$ cat src/rtl/csi_fm_pkg.sv
package csi_fm_pkg;
    localparam int          NLANES    = 4;
    localparam int          PKT_BYTES = 4;
    localparam logic [7:0]  SYNC_BYTE = 8'hB8;
    localparam logic [7:0]  DT_FSTART = 8'h00;
    localparam logic [7:0]  DT_FEND   = 8'h01;
    localparam int          HDR_W     = 24;
    localparam int          PAR_BITS  = 6;
    localparam logic [PAR_BITS*HDR_W-1:0] PAR_MASKS = {
        24'hEFFC00, 24'hDF03F0, 24'hB8E38E,
        24'h749A6D, 24'hF2555B, 24'hF12CB7
    };

    typedef enum logic [2:0] {
        ST_STOP,
        ST_HOLD11,
        ST_BRIDGE00,
        ST_SYNC,
        ST_PAYLOAD,
        ST_TRAIL
    } fm_state_e;
endpackage

$ cat src/rtl/fm_deglitch.sv
module fm_deglitch #(
    parameter int           W        = 2,
    parameter logic [W-1:0] IDLE_LVL = '0
) (
    input  logic         clk,
    input  logic         rst_n,
    input  logic [W-1:0] raw,
    output logic [W-1:0] lvl,
    output logic [W-1:0] chg
);
    for (genvar i = 0; i < W; i++) begin : g_bit
        logic s0_q, s1_q;
        always_ff @(posedge clk) begin
            if (!rst_n) begin
                s0_q   <= IDLE_LVL[i];
                s1_q   <= IDLE_LVL[i];
                lvl[i] <= IDLE_LVL[i];
                chg[i] <= 1'b0;
            end else begin
                s0_q   <= raw[i];
                s1_q   <= s0_q;
                chg[i] <= 1'b0;
                // new level accepted only once two samples agree
                if ((s0_q == s1_q) && (s1_q != lvl[i])) begin
                    lvl[i] <= s1_q;
                    chg[i] <= 1'b1;
                end
            end
        end
    end
endmodule

$ cat src/rtl/fm_ecc.sv
module fm_ecc
    import csi_fm_pkg::*;
(
    input  logic [HDR_W-1:0] hdr,
    output logic [7:0]       ecc
);
    for (genvar j = 0; j < 8; j++) begin : g_par
        if (j < PAR_BITS) begin : g_on
            assign ecc[j] = ^(hdr & PAR_MASKS[j*HDR_W +: HDR_W]);
        end else begin : g_off
            assign ecc[j] = 1'b0;
        end
    end
endmodule

$ cat src/rtl/fm_burst_fsm.sv
module fm_burst_fsm
    import csi_fm_pkg::*;
#(
    parameter int          CFG_W    = 8,
    parameter logic [15:0] FNUM_MAX = 16'hFFFF
) (
    input  logic                clk,
    input  logic                rst_n,
    input  logic                req_fe,
    input  logic                req_fs,
    input  logic [CFG_W-1:0]    cfg_lp11,
    input  logic [CFG_W-1:0]    cfg_lp00,
    input  logic [CFG_W-1:0]    cfg_trail,
    output logic [NLANES-1:0]   lp_p,
    output logic [NLANES-1:0]   lp_n,
    output logic [NLANES-1:0]   hs_en,
    output logic [NLANES*8-1:0] hs_byte
);
    localparam logic [CFG_W-1:0] ONE = CFG_W'(1);

    fm_state_e state_q, state_d;
    logic [CFG_W-1:0]       cnt_q;
    logic                   pend_fe_q, pend_fs_q, fe_first_q;
    logic [15:0]            fnum_q;
    logic [PKT_BYTES*8-1:0] pkt_q;

    logic [CFG_W-1:0] lp11_eff, lp00_eff, trail_eff;
    logic             launch, pick_fe, fe_keep, fs_keep, cnt_last;
    logic [15:0]      fnum_inc, fnum_use;
    logic [HDR_W-1:0] hdr_nxt;
    logic [7:0]       ecc_nxt;

    assign lp11_eff  = (cfg_lp11  == '0) ? ONE : cfg_lp11;
    assign lp00_eff  = (cfg_lp00  == '0) ? ONE : cfg_lp00;
    assign trail_eff = (cfg_trail == '0) ? ONE : cfg_trail;
    assign cnt_last  = (cnt_q == ONE);

    assign launch   = (state_q == ST_STOP) && (pend_fe_q || pend_fs_q);
    assign pick_fe  = pend_fe_q && (!pend_fs_q || fe_first_q);
    assign fe_keep  = pend_fe_q && !(launch && pick_fe);
    assign fs_keep  = pend_fs_q && !(launch && !pick_fe);
    assign fnum_inc = (fnum_q == FNUM_MAX) ? 16'd1 : fnum_q + 16'd1;
    assign fnum_use = pick_fe ? fnum_q : fnum_inc;
    assign hdr_nxt  = {fnum_use, (pick_fe ? DT_FEND : DT_FSTART)};

    fm_ecc u_ecc (.hdr(hdr_nxt), .ecc(ecc_nxt));

    // state register
    always_ff @(posedge clk) begin
        if (!rst_n) state_q <= ST_STOP;
        else        state_q <= state_d;
    end

    // transitions
    always_comb begin
        state_d = state_q;
        unique case (state_q)
            ST_STOP:     if (launch)   state_d = ST_HOLD11;
            ST_HOLD11:   if (cnt_last) state_d = ST_BRIDGE00;
            ST_BRIDGE00: if (cnt_last) state_d = ST_SYNC;
            ST_SYNC:                   state_d = ST_PAYLOAD;
            ST_PAYLOAD:                state_d = ST_TRAIL;
            ST_TRAIL:    if (cnt_last) state_d = ST_STOP;
            default:                   state_d = ST_STOP;
        endcase
    end

    // interval counter, pending requests, frame number, packet
    always_ff @(posedge clk) begin
        if (!rst_n) begin
            cnt_q      <= '0;
            pend_fe_q  <= 1'b0;
            pend_fs_q  <= 1'b0;
            fe_first_q <= 1'b0;
            fnum_q     <= '0;
            pkt_q      <= '0;
        end else begin
            unique case (state_q)
                ST_STOP:     if (launch) cnt_q <= lp11_eff;
                ST_HOLD11:   cnt_q <= cnt_last ? lp00_eff : cnt_q - ONE;
                ST_BRIDGE00: cnt_q <= cnt_q - ONE;
                ST_PAYLOAD:  cnt_q <= trail_eff;
                ST_TRAIL:    cnt_q <= cnt_q - ONE;
                default:     cnt_q <= cnt_q;
            endcase
            pend_fe_q <= fe_keep || req_fe;
            pend_fs_q <= fs_keep || req_fs;
            if (req_fe && !fe_keep) fe_first_q <= !fs_keep;
            if (req_fs && !fs_keep) fe_first_q <= fe_keep;
            if (launch) begin
                fnum_q <= fnum_use;
                pkt_q  <= {ecc_nxt, hdr_nxt};
            end
        end
    end

    // line-state outputs
    always_comb begin
        lp_p  = '1;
        lp_n  = '1;
        hs_en = '0;
        unique case (state_q)
            ST_BRIDGE00: begin
                lp_p = '0;
                lp_n = '0;
            end
            ST_SYNC, ST_PAYLOAD, ST_TRAIL: begin
                lp_p  = '0;
                lp_n  = '0;
                hs_en = '1;
            end
            default: ;
        endcase
    end

    for (genvar l = 0; l < NLANES; l++) begin : g_lane
        always_comb begin
            unique case (state_q)
                ST_SYNC:    hs_byte[l*8 +: 8] = SYNC_BYTE;
                ST_PAYLOAD: hs_byte[l*8 +: 8] = pkt_q[l*8 +: 8];
                ST_TRAIL:   hs_byte[l*8 +: 8] = {8{~pkt_q[l*8+7]}};
                default:    hs_byte[l*8 +: 8] = 8'h00;
            endcase
        end
    end
endmodule

$ cat src/rtl/csi_fmark_tx.sv
module csi_fmark_tx
    import csi_fm_pkg::*;
#(
    parameter int          CFG_W    = 8,
    parameter logic [15:0] FNUM_MAX = 16'hFFFF
) (
    input  logic                clk,
    input  logic                rst_n,
    input  logic                vsync_in,
    input  logic                hsync_n_in,
    input  logic [CFG_W-1:0]    cfg_lp11_cyc,
    input  logic [CFG_W-1:0]    cfg_lp00_cyc,
    input  logic [CFG_W-1:0]    cfg_trail_cyc,
    output logic                line_start,
    output logic [NLANES-1:0]   dl_lp_p,
    output logic [NLANES-1:0]   dl_lp_n,
    output logic [NLANES-1:0]   dl_hs_en,
    output logic [NLANES*8-1:0] dl_hs_byte
);
    logic [1:0] sy_lvl, sy_chg;
    logic       fe_req, fs_req;

    // bit 1 hsync (idle high), bit 0 vsync (idle low)
    fm_deglitch #(.W(2), .IDLE_LVL(2'b10)) u_dg (
        .clk  (clk),
        .rst_n(rst_n),
        .raw  ({hsync_n_in, vsync_in}),
        .lvl  (sy_lvl),
        .chg  (sy_chg)
    );

    assign fe_req     = sy_chg[0] &  sy_lvl[0];
    assign fs_req     = sy_chg[0] & ~sy_lvl[0];
    assign line_start = sy_chg[1] & ~sy_lvl[1];

    fm_burst_fsm #(.CFG_W(CFG_W), .FNUM_MAX(FNUM_MAX)) u_fsm (
        .clk      (clk),
        .rst_n    (rst_n),
        .req_fe   (fe_req),
        .req_fs   (fs_req),
        .cfg_lp11 (cfg_lp11_cyc),
        .cfg_lp00 (cfg_lp00_cyc),
        .cfg_trail(cfg_trail_cyc),
        .lp_p     (dl_lp_p),
        .lp_n     (dl_lp_n),
        .hs_en    (dl_hs_en),
        .hs_byte  (dl_hs_byte)
    );
endmodule

$ cat config.mk
export PLATFORM = sky130hd
export DESIGN_NAME = csi_fmark_tx
export DESIGN_NICKNAME = d
export VERILOG_FILES = /design/src/rtl/csi_fm_pkg.sv /design/src/rtl/fm_deglitch.sv /design/src/rtl/fm_ecc.sv /design/src/rtl/fm_burst_fsm.sv /design/src/rtl/csi_fmark_tx.sv
export SDC_FILE = /design/constraint.sdc
export NUM_CORES = 1
export LEC_CHECK = 0
export ABC_AREA = 1
export BUFFER_PORTS_ARGS = -buffer_cell sky130_fd_sc_hd__buf_2
export CORE_ASPECT_RATIO = 0.5
export CORE_MARGIN = 4
export CORE_UTILIZATION = 40
export CTS_BUF_LIST = sky130_fd_sc_hd__clkbuf_4
export DETAILED_ROUTE_END_ITERATION = 16
export HOLD_SLACK_MARGIN = 0.15
export PLACE_DENSITY = 0.71
export SYNTH_ARGS = -nofsm -noshare
export SYNTH_HDL_FRONTEND = slang
export SYNTH_SLANG_ARGS = --single-unit
$ cat constraint.sdc
create_clock -name clk -period 2 [get_ports clk]
set_input_delay 0.2 -clock clk [delete_from_list [all_inputs] [get_ports clk]]
set_output_delay 0.2 -clock clk [all_outputs]
set_load 0.01 [all_outputs]
* Yosys cells after proc, flatten, opt, wreduce, memory -nomap -nowiden *
Index checks and enable logic that the tools add are counted.

word-level totals
  register bits after elaboration = 68
  bits of input ports = 28
  output and inout bits = 45
  logic and storage cells = 101

cells by class
  $add $sub $neg = 2
  eq/ne operators = 15
  muxes and demuxes = 24
  bitwise gates (word level) = 8
  reduce and logical (&&, ||, !) cells = 37

operator list
  kind                     number
  $reduce_xor A24 Y1       6
  $pmux W8 S3              4
  $mux W8                  5
  $mux W16                 2
  $pmux W8 S4              1
  $logic_not A8 Y1         3
  $pmux W3 S6              1
  $add A16 B1 Y16 const B  1
  $eq A16 B16 Y1 const B   1
  $mux W3                  4
  $logic_and A1 B1 Y1      10
  $eq A8 B1 Y1 const B     1
  $mux W4                  2
  $ne A2 B1 Y1 const B     4
  $sub A8 B1 Y8 const B    1
  $eq A3 B2 Y1 const B     2
  $eq A3 B3 Y1 const B     2
  $logic_not A1 Y1         6
  $mux W1                  5
  $not A1 Y1               5
  $logic_or A1 B1 Y1       4
  $reduce_and A4 Y1        1
  $reduce_bool A4 Y1       1
  $reduce_or A4 Y1         1
  9 further kinds          13

* Depth between registers and ports, before layout *
  depth after elaboration = 10
  mapped depth = 19
  mapped depth without buffers = 19

* Modules after synthesis *
A second synthesis with hierarchy kept.

second synthesis, totals
  cell total of the unflattened synthesis = 738
  area, all modules = 4281.6 um2

modules (own cells, without submodules)
  module        times used  cells an instance  area each (um2)  sequential area each (um2)
  fm_burst_fsm  1           479                2909.0           780.7
  fm_ecc        1           214                1061.0           0.0
  fm_deglitch   1           39                 286.5            160.2
  csi_fmark_tx  1           6                  25.0             0.0

* Least setup slack after synthesis *
Ideal clock, no wire load.

  kind = reg2reg
  start point = reg u_fsm.fnum_q[0]
  end point = reg u_fsm.pkt_q[25]
  library setup time = 0.109 ns
  arrival = 1.991 ns
  data required time = 1.891 ns
  setup slack = -0.101 ns
  cell stages (with the launch flop) = 16
  path buffers = 0
  clock period less this slack = 2.101 ns
  path through = dfxtp_1 > ha_1 > nand2_1 > nor2_4 > nand2_4 > nor2_8 > nand2_2 > xor2_1 > inv_1 > nand2_2 > nand2_4 > xnor2_1 > nand3_1 > nand3_1 > nand2_1 > inv_1

between the ends
  cells in the longest elaborated chain, start to end = 4
  elaborated cells on any way between the ends = 5
  classes of those cells = add/sub (1); eq/ne (1); mux (2); reduce/logical (1)

RTL lines
  item                                                      line                RTL
  start, declared                                           fm_burst_fsm.sv:24  logic [15:0] fnum_q;
  start signal, assigned                                    fm_burst_fsm.sv:91  fnum_q <= fnum_use;
  $add A16 B1 Y16 / $eq A16 B16 Y1 (equally long branches)  fm_burst_fsm.sv:42  assign fnum_inc = (fnum_q == FNUM_MAX) ? 16'd1 : fnum_q + 16'd1;
  $mux W16                                                  fm_burst_fsm.sv:42
  $mux W16 (*)                                              fm_burst_fsm.sv:43  assign fnum_use = pick_fe ? fnum_q : fnum_inc;
  $reduce_xor A24 Y1 (*)                                    fm_ecc.sv:9         assign ecc[j] = ^(hdr & PAR_MASKS[j*HDR_W +: HDR_W]);
  end signal, assigned                                      fm_burst_fsm.sv:92  pkt_q <= {ecc_nxt, hdr_nxt};
  end, declared                                             fm_burst_fsm.sv:25  logic [PKT_BYTES*8-1:0] pkt_q;

Every way passes the cells marked *; elsewhere a longest branch is shown, timed or not.
A chain may end at the register's enable or synchronous reset.

* Final worst setup path *
  start point = reg u_fsm.fnum_q[1]
  end point = reg u_fsm.pkt_q[28]

The elaborated chain is that of the path after synthesis.

==> impl_metrics.toml <==
[status]
status = "complete, but fails checks"
violations = "negative setup slack"

[worst_hold_path]
hold_class = "in -> reg"

[critical_path]
crit_path_end_kind = "flop"
startpoint_type = "flop"
critPathKind = "reg -> reg"
crit_arrival_ns = 2.44
crit_path_max_fanout = 4
cp.required_ns = 2.31

[placed_design]
port_buffers = 72
place_congestion = 0.914
dp_cells = 869
dp.final_hpwl_mm = 9.32

[routing]
dr_wl_met2_mm = 5.83
routed_via_density = 5.20
highest_layer = "met4"
drt_iter0_drc = 358
wl_met1_mm = 5.75
drc = 0
wl_per_cell_um = 14.1
wirelength_mm = 12.7
drtPass1Iterations = 5
wl_met3_um = 926
ant_nets = 0
num_vias = 4695

[die]
row_count = 24
initial_utilization_pct = 42.3
ioPinCount = 73
coreArea_sq_um = 8980
die_area_sq_um = 11200
chipHeight_um = 76.9
die_x_um = 146

[cells_and_area]
fin_cells = 903
drive_gt1_share_pct = 37.3
syn_to_final_growth_pct = 40.5
nets = 816
final_common_cell = "nand2_1"
fillCellCount = 802
diodes = 0
mostFrequentLayoutCells = "146 x nand2_1, 89 x buf_4, 82 x inv_1, 72 x buf_2, 51 x o21ai_0"

[synth]
synth-seq-area-share_pct = 23.7
synthArstFlopShare_pct = 0
syn_avg_cell_area_sq_um = 6.01
ys.flop_type = "dfxtp_1"
yosys_warnings = 0
syn_nets = 664
synth.largest_area_cell = "dfxtp_1"
syn_area_sq_um = 3800
yosys-top-cells-area = "dfxtp_1 24%, nand2_1 17%, inv_1 8.9%"
synth_top_area_share_pct = 23.7
synth-edff-count = 0
ys_seq_elements = 45
synth.distinct_cells = 41
synth_cells = 633

[sta]
tns_ns = -0.423
min_period_ns = 2.13
fin_skew_ns = 0.0198
fmaxAchievable_mhz = 469
hold_viol = 0
setup_ws_ns = -0.131
setup_viol = 6
period_share_pct = 107
slew_viol_final = 0
tightest_slew_ns = 0.420
max_slew_margin_pct = 72.0
rsz0062_at_grt = "yes"

[clock_network]
htreeDepth = 2
cts-root-buf = "clkbuf_4"
insertion_delay_ns = 0.40
cts.sinks = 45
cts.path.max_buffers = 2
numCtsBuffers = 5
clkSlewWorstSetupHoldPaths_ns = 0.16
cts_tree = "yes"

[global_routing]
grt_antenna_before_repair = 0
first_global_vias = 4281
grt_start_max_net_pins = 32
grt_overflow_total = 0
grt_pass1_wl_mm = 20.3
grt.total_usage_pct = 21.7

[power_and_ir_drop]
pwr_density_cell_nw_per_um2 = 840
total_power_mw = 4.49
ir_drop_mv = 0.469
leakage_nw = 2.70

[run]
maxCapViolCount = 0
[registers in the layout, indices dropped and copies added, names as in the netlist]
| name | cells |
|---|---|
| u_fsm.fnum_q | 15 |
| u_fsm.cnt_q | 8 |
| u_fsm.pkt_q | 8 |
| u_fsm.state_q | 3 |
| u_dg.chg | 2 |
| u_dg.g_bit.s0_q | 2 |
| u_dg.g_bit.s1_q | 2 |
| u_dg.lvl | 2 |
| u_fsm.fe_first_q | 1 |
| u_fsm.pend_fe_q | 1 |
| u_fsm.pend_fs_q | 1 |
[metal layers]
layer / vias up / track usage [%]
met5: - / 0
met4: 0 / 5.02
met3: 22 / 3.89
met2: 180 / 37.3
met1: 2151 / 28.4
li1: 2342 / -
[layout make-up]
class / instances / area, sq um / share of cell area, %
Inverter: 100 / 382 / 7.14
Clock inverter: 3 / 25.0 / 0.468
Sequential cell: 45 / 921 / 17.2
Tap cell: 117 / 146 / 2.74
Multi-Input combinational cell: 457 / 2640 / 49.4
Clock buffer: 5 / 37.5 / 0.702
Timing Repair Buffer: 176 / 1190 / 22.3
[power breakdown]
group	switching (mW)	leakage [nW]	internal, mW
combinational	1.67	2.30	1.10
sequential	0.139	0.373	1.05
clock	0.384	0.0322	0.147
total	2.19	2.70	2.30
[cell families after synthesis]
| group | share of synthesized area [%] |
|---|---|
| flip-flops | 23.7 |
| AND/OR/NAND/NOR | 40.6 |
| XOR/XNOR | 2.76 |
| buffers and inverters | 15.0 |
| AO/OA/AOI/OAI | 17.0 |
| adder cells (fa/ha/maj) | 0.987 |
[Yosys cell counts (7+ instances only)]
master,count
a21oi_1,41
buf_4,18
clkbuf_1,10
dfxtp_1,45
inv_1,90
inv_2,7
nand2_1,170
nand2_2,14
nand3_1,52
nand4_1,12
nor2_1,38
nor3_1,10
o21ai_0,56
xor2_1,8
[final timing paths]
path / slack (ns) / endpoint / depth (start not counted) / startpoint
worst min register to register: 0.45 / u_dg.g_bit[0].s1_q$_SDFF_PN0_ / 2 / u_dg.g_bit[0].s0_q$_SDFF_PN0_
worst max-delay path: -0.13 / u_fsm.pkt_q[28]$_SDFFE_PN0N_ / 16 / u_fsm.fnum_q[1]$_SDFFE_PN0N_
worst min-delay path: 0.18 / u_fsm.cnt_q[1]$_SDFFE_PN0P_ / 3 / cfg_lp00_cyc[1]
worst max register to register: -0.13 / u_fsm.pkt_q[28]$_SDFFE_PN0N_ / 16 / u_fsm.fnum_q[1]$_SDFFE_PN0N_
[repair_timing]
| action | in CTS | in global routing |
|---|---|---|
| hold endpoints to repair | 5 | 0 |
| hold buffers | 10 | 0 |
| resized for setup | 50 | 51 |
| endpoints found under the setup margin | 30 | 39 |
| pin swaps | 16 | 20 |
| setup buffers | 9 | 7 |
[worst max-delay path, stage by stage, from the launching register on]
cell	delay, ns
dfxtp_2	0.39
buf_4	0.13
nand2_2	0.06
nor2_4	0.18
nand2_2	0.10
nor2_4	0.18
nand3_1	0.17
nand3_4	0.16
nand2_1	0.06
nand2_1	0.08
nand2_2	0.08
nand3_1	0.12
nand2_1	0.07
nand2_1	0.07
nand3_2	0.09
nand2_1	0.07
inv_1	0.03
[per-stage QoR]
step	worst slack, ns	util [%]	cell area (sq um)	hold slack (ns)
6_report	-0.131	59.5	5340	0.177
4_1_cts	-0.0641	57.0	5120	0.165
3_3_place_gp	-0.144	52.7	4730	0.386
2_1_floorplan	0.0337	-	3830	0.298
5_1_grt	-0.275	59.5	5340	0.193
3_5_place_dp	-0.155	52.7	4730	0.383
(Power assumes the default switching activity.)
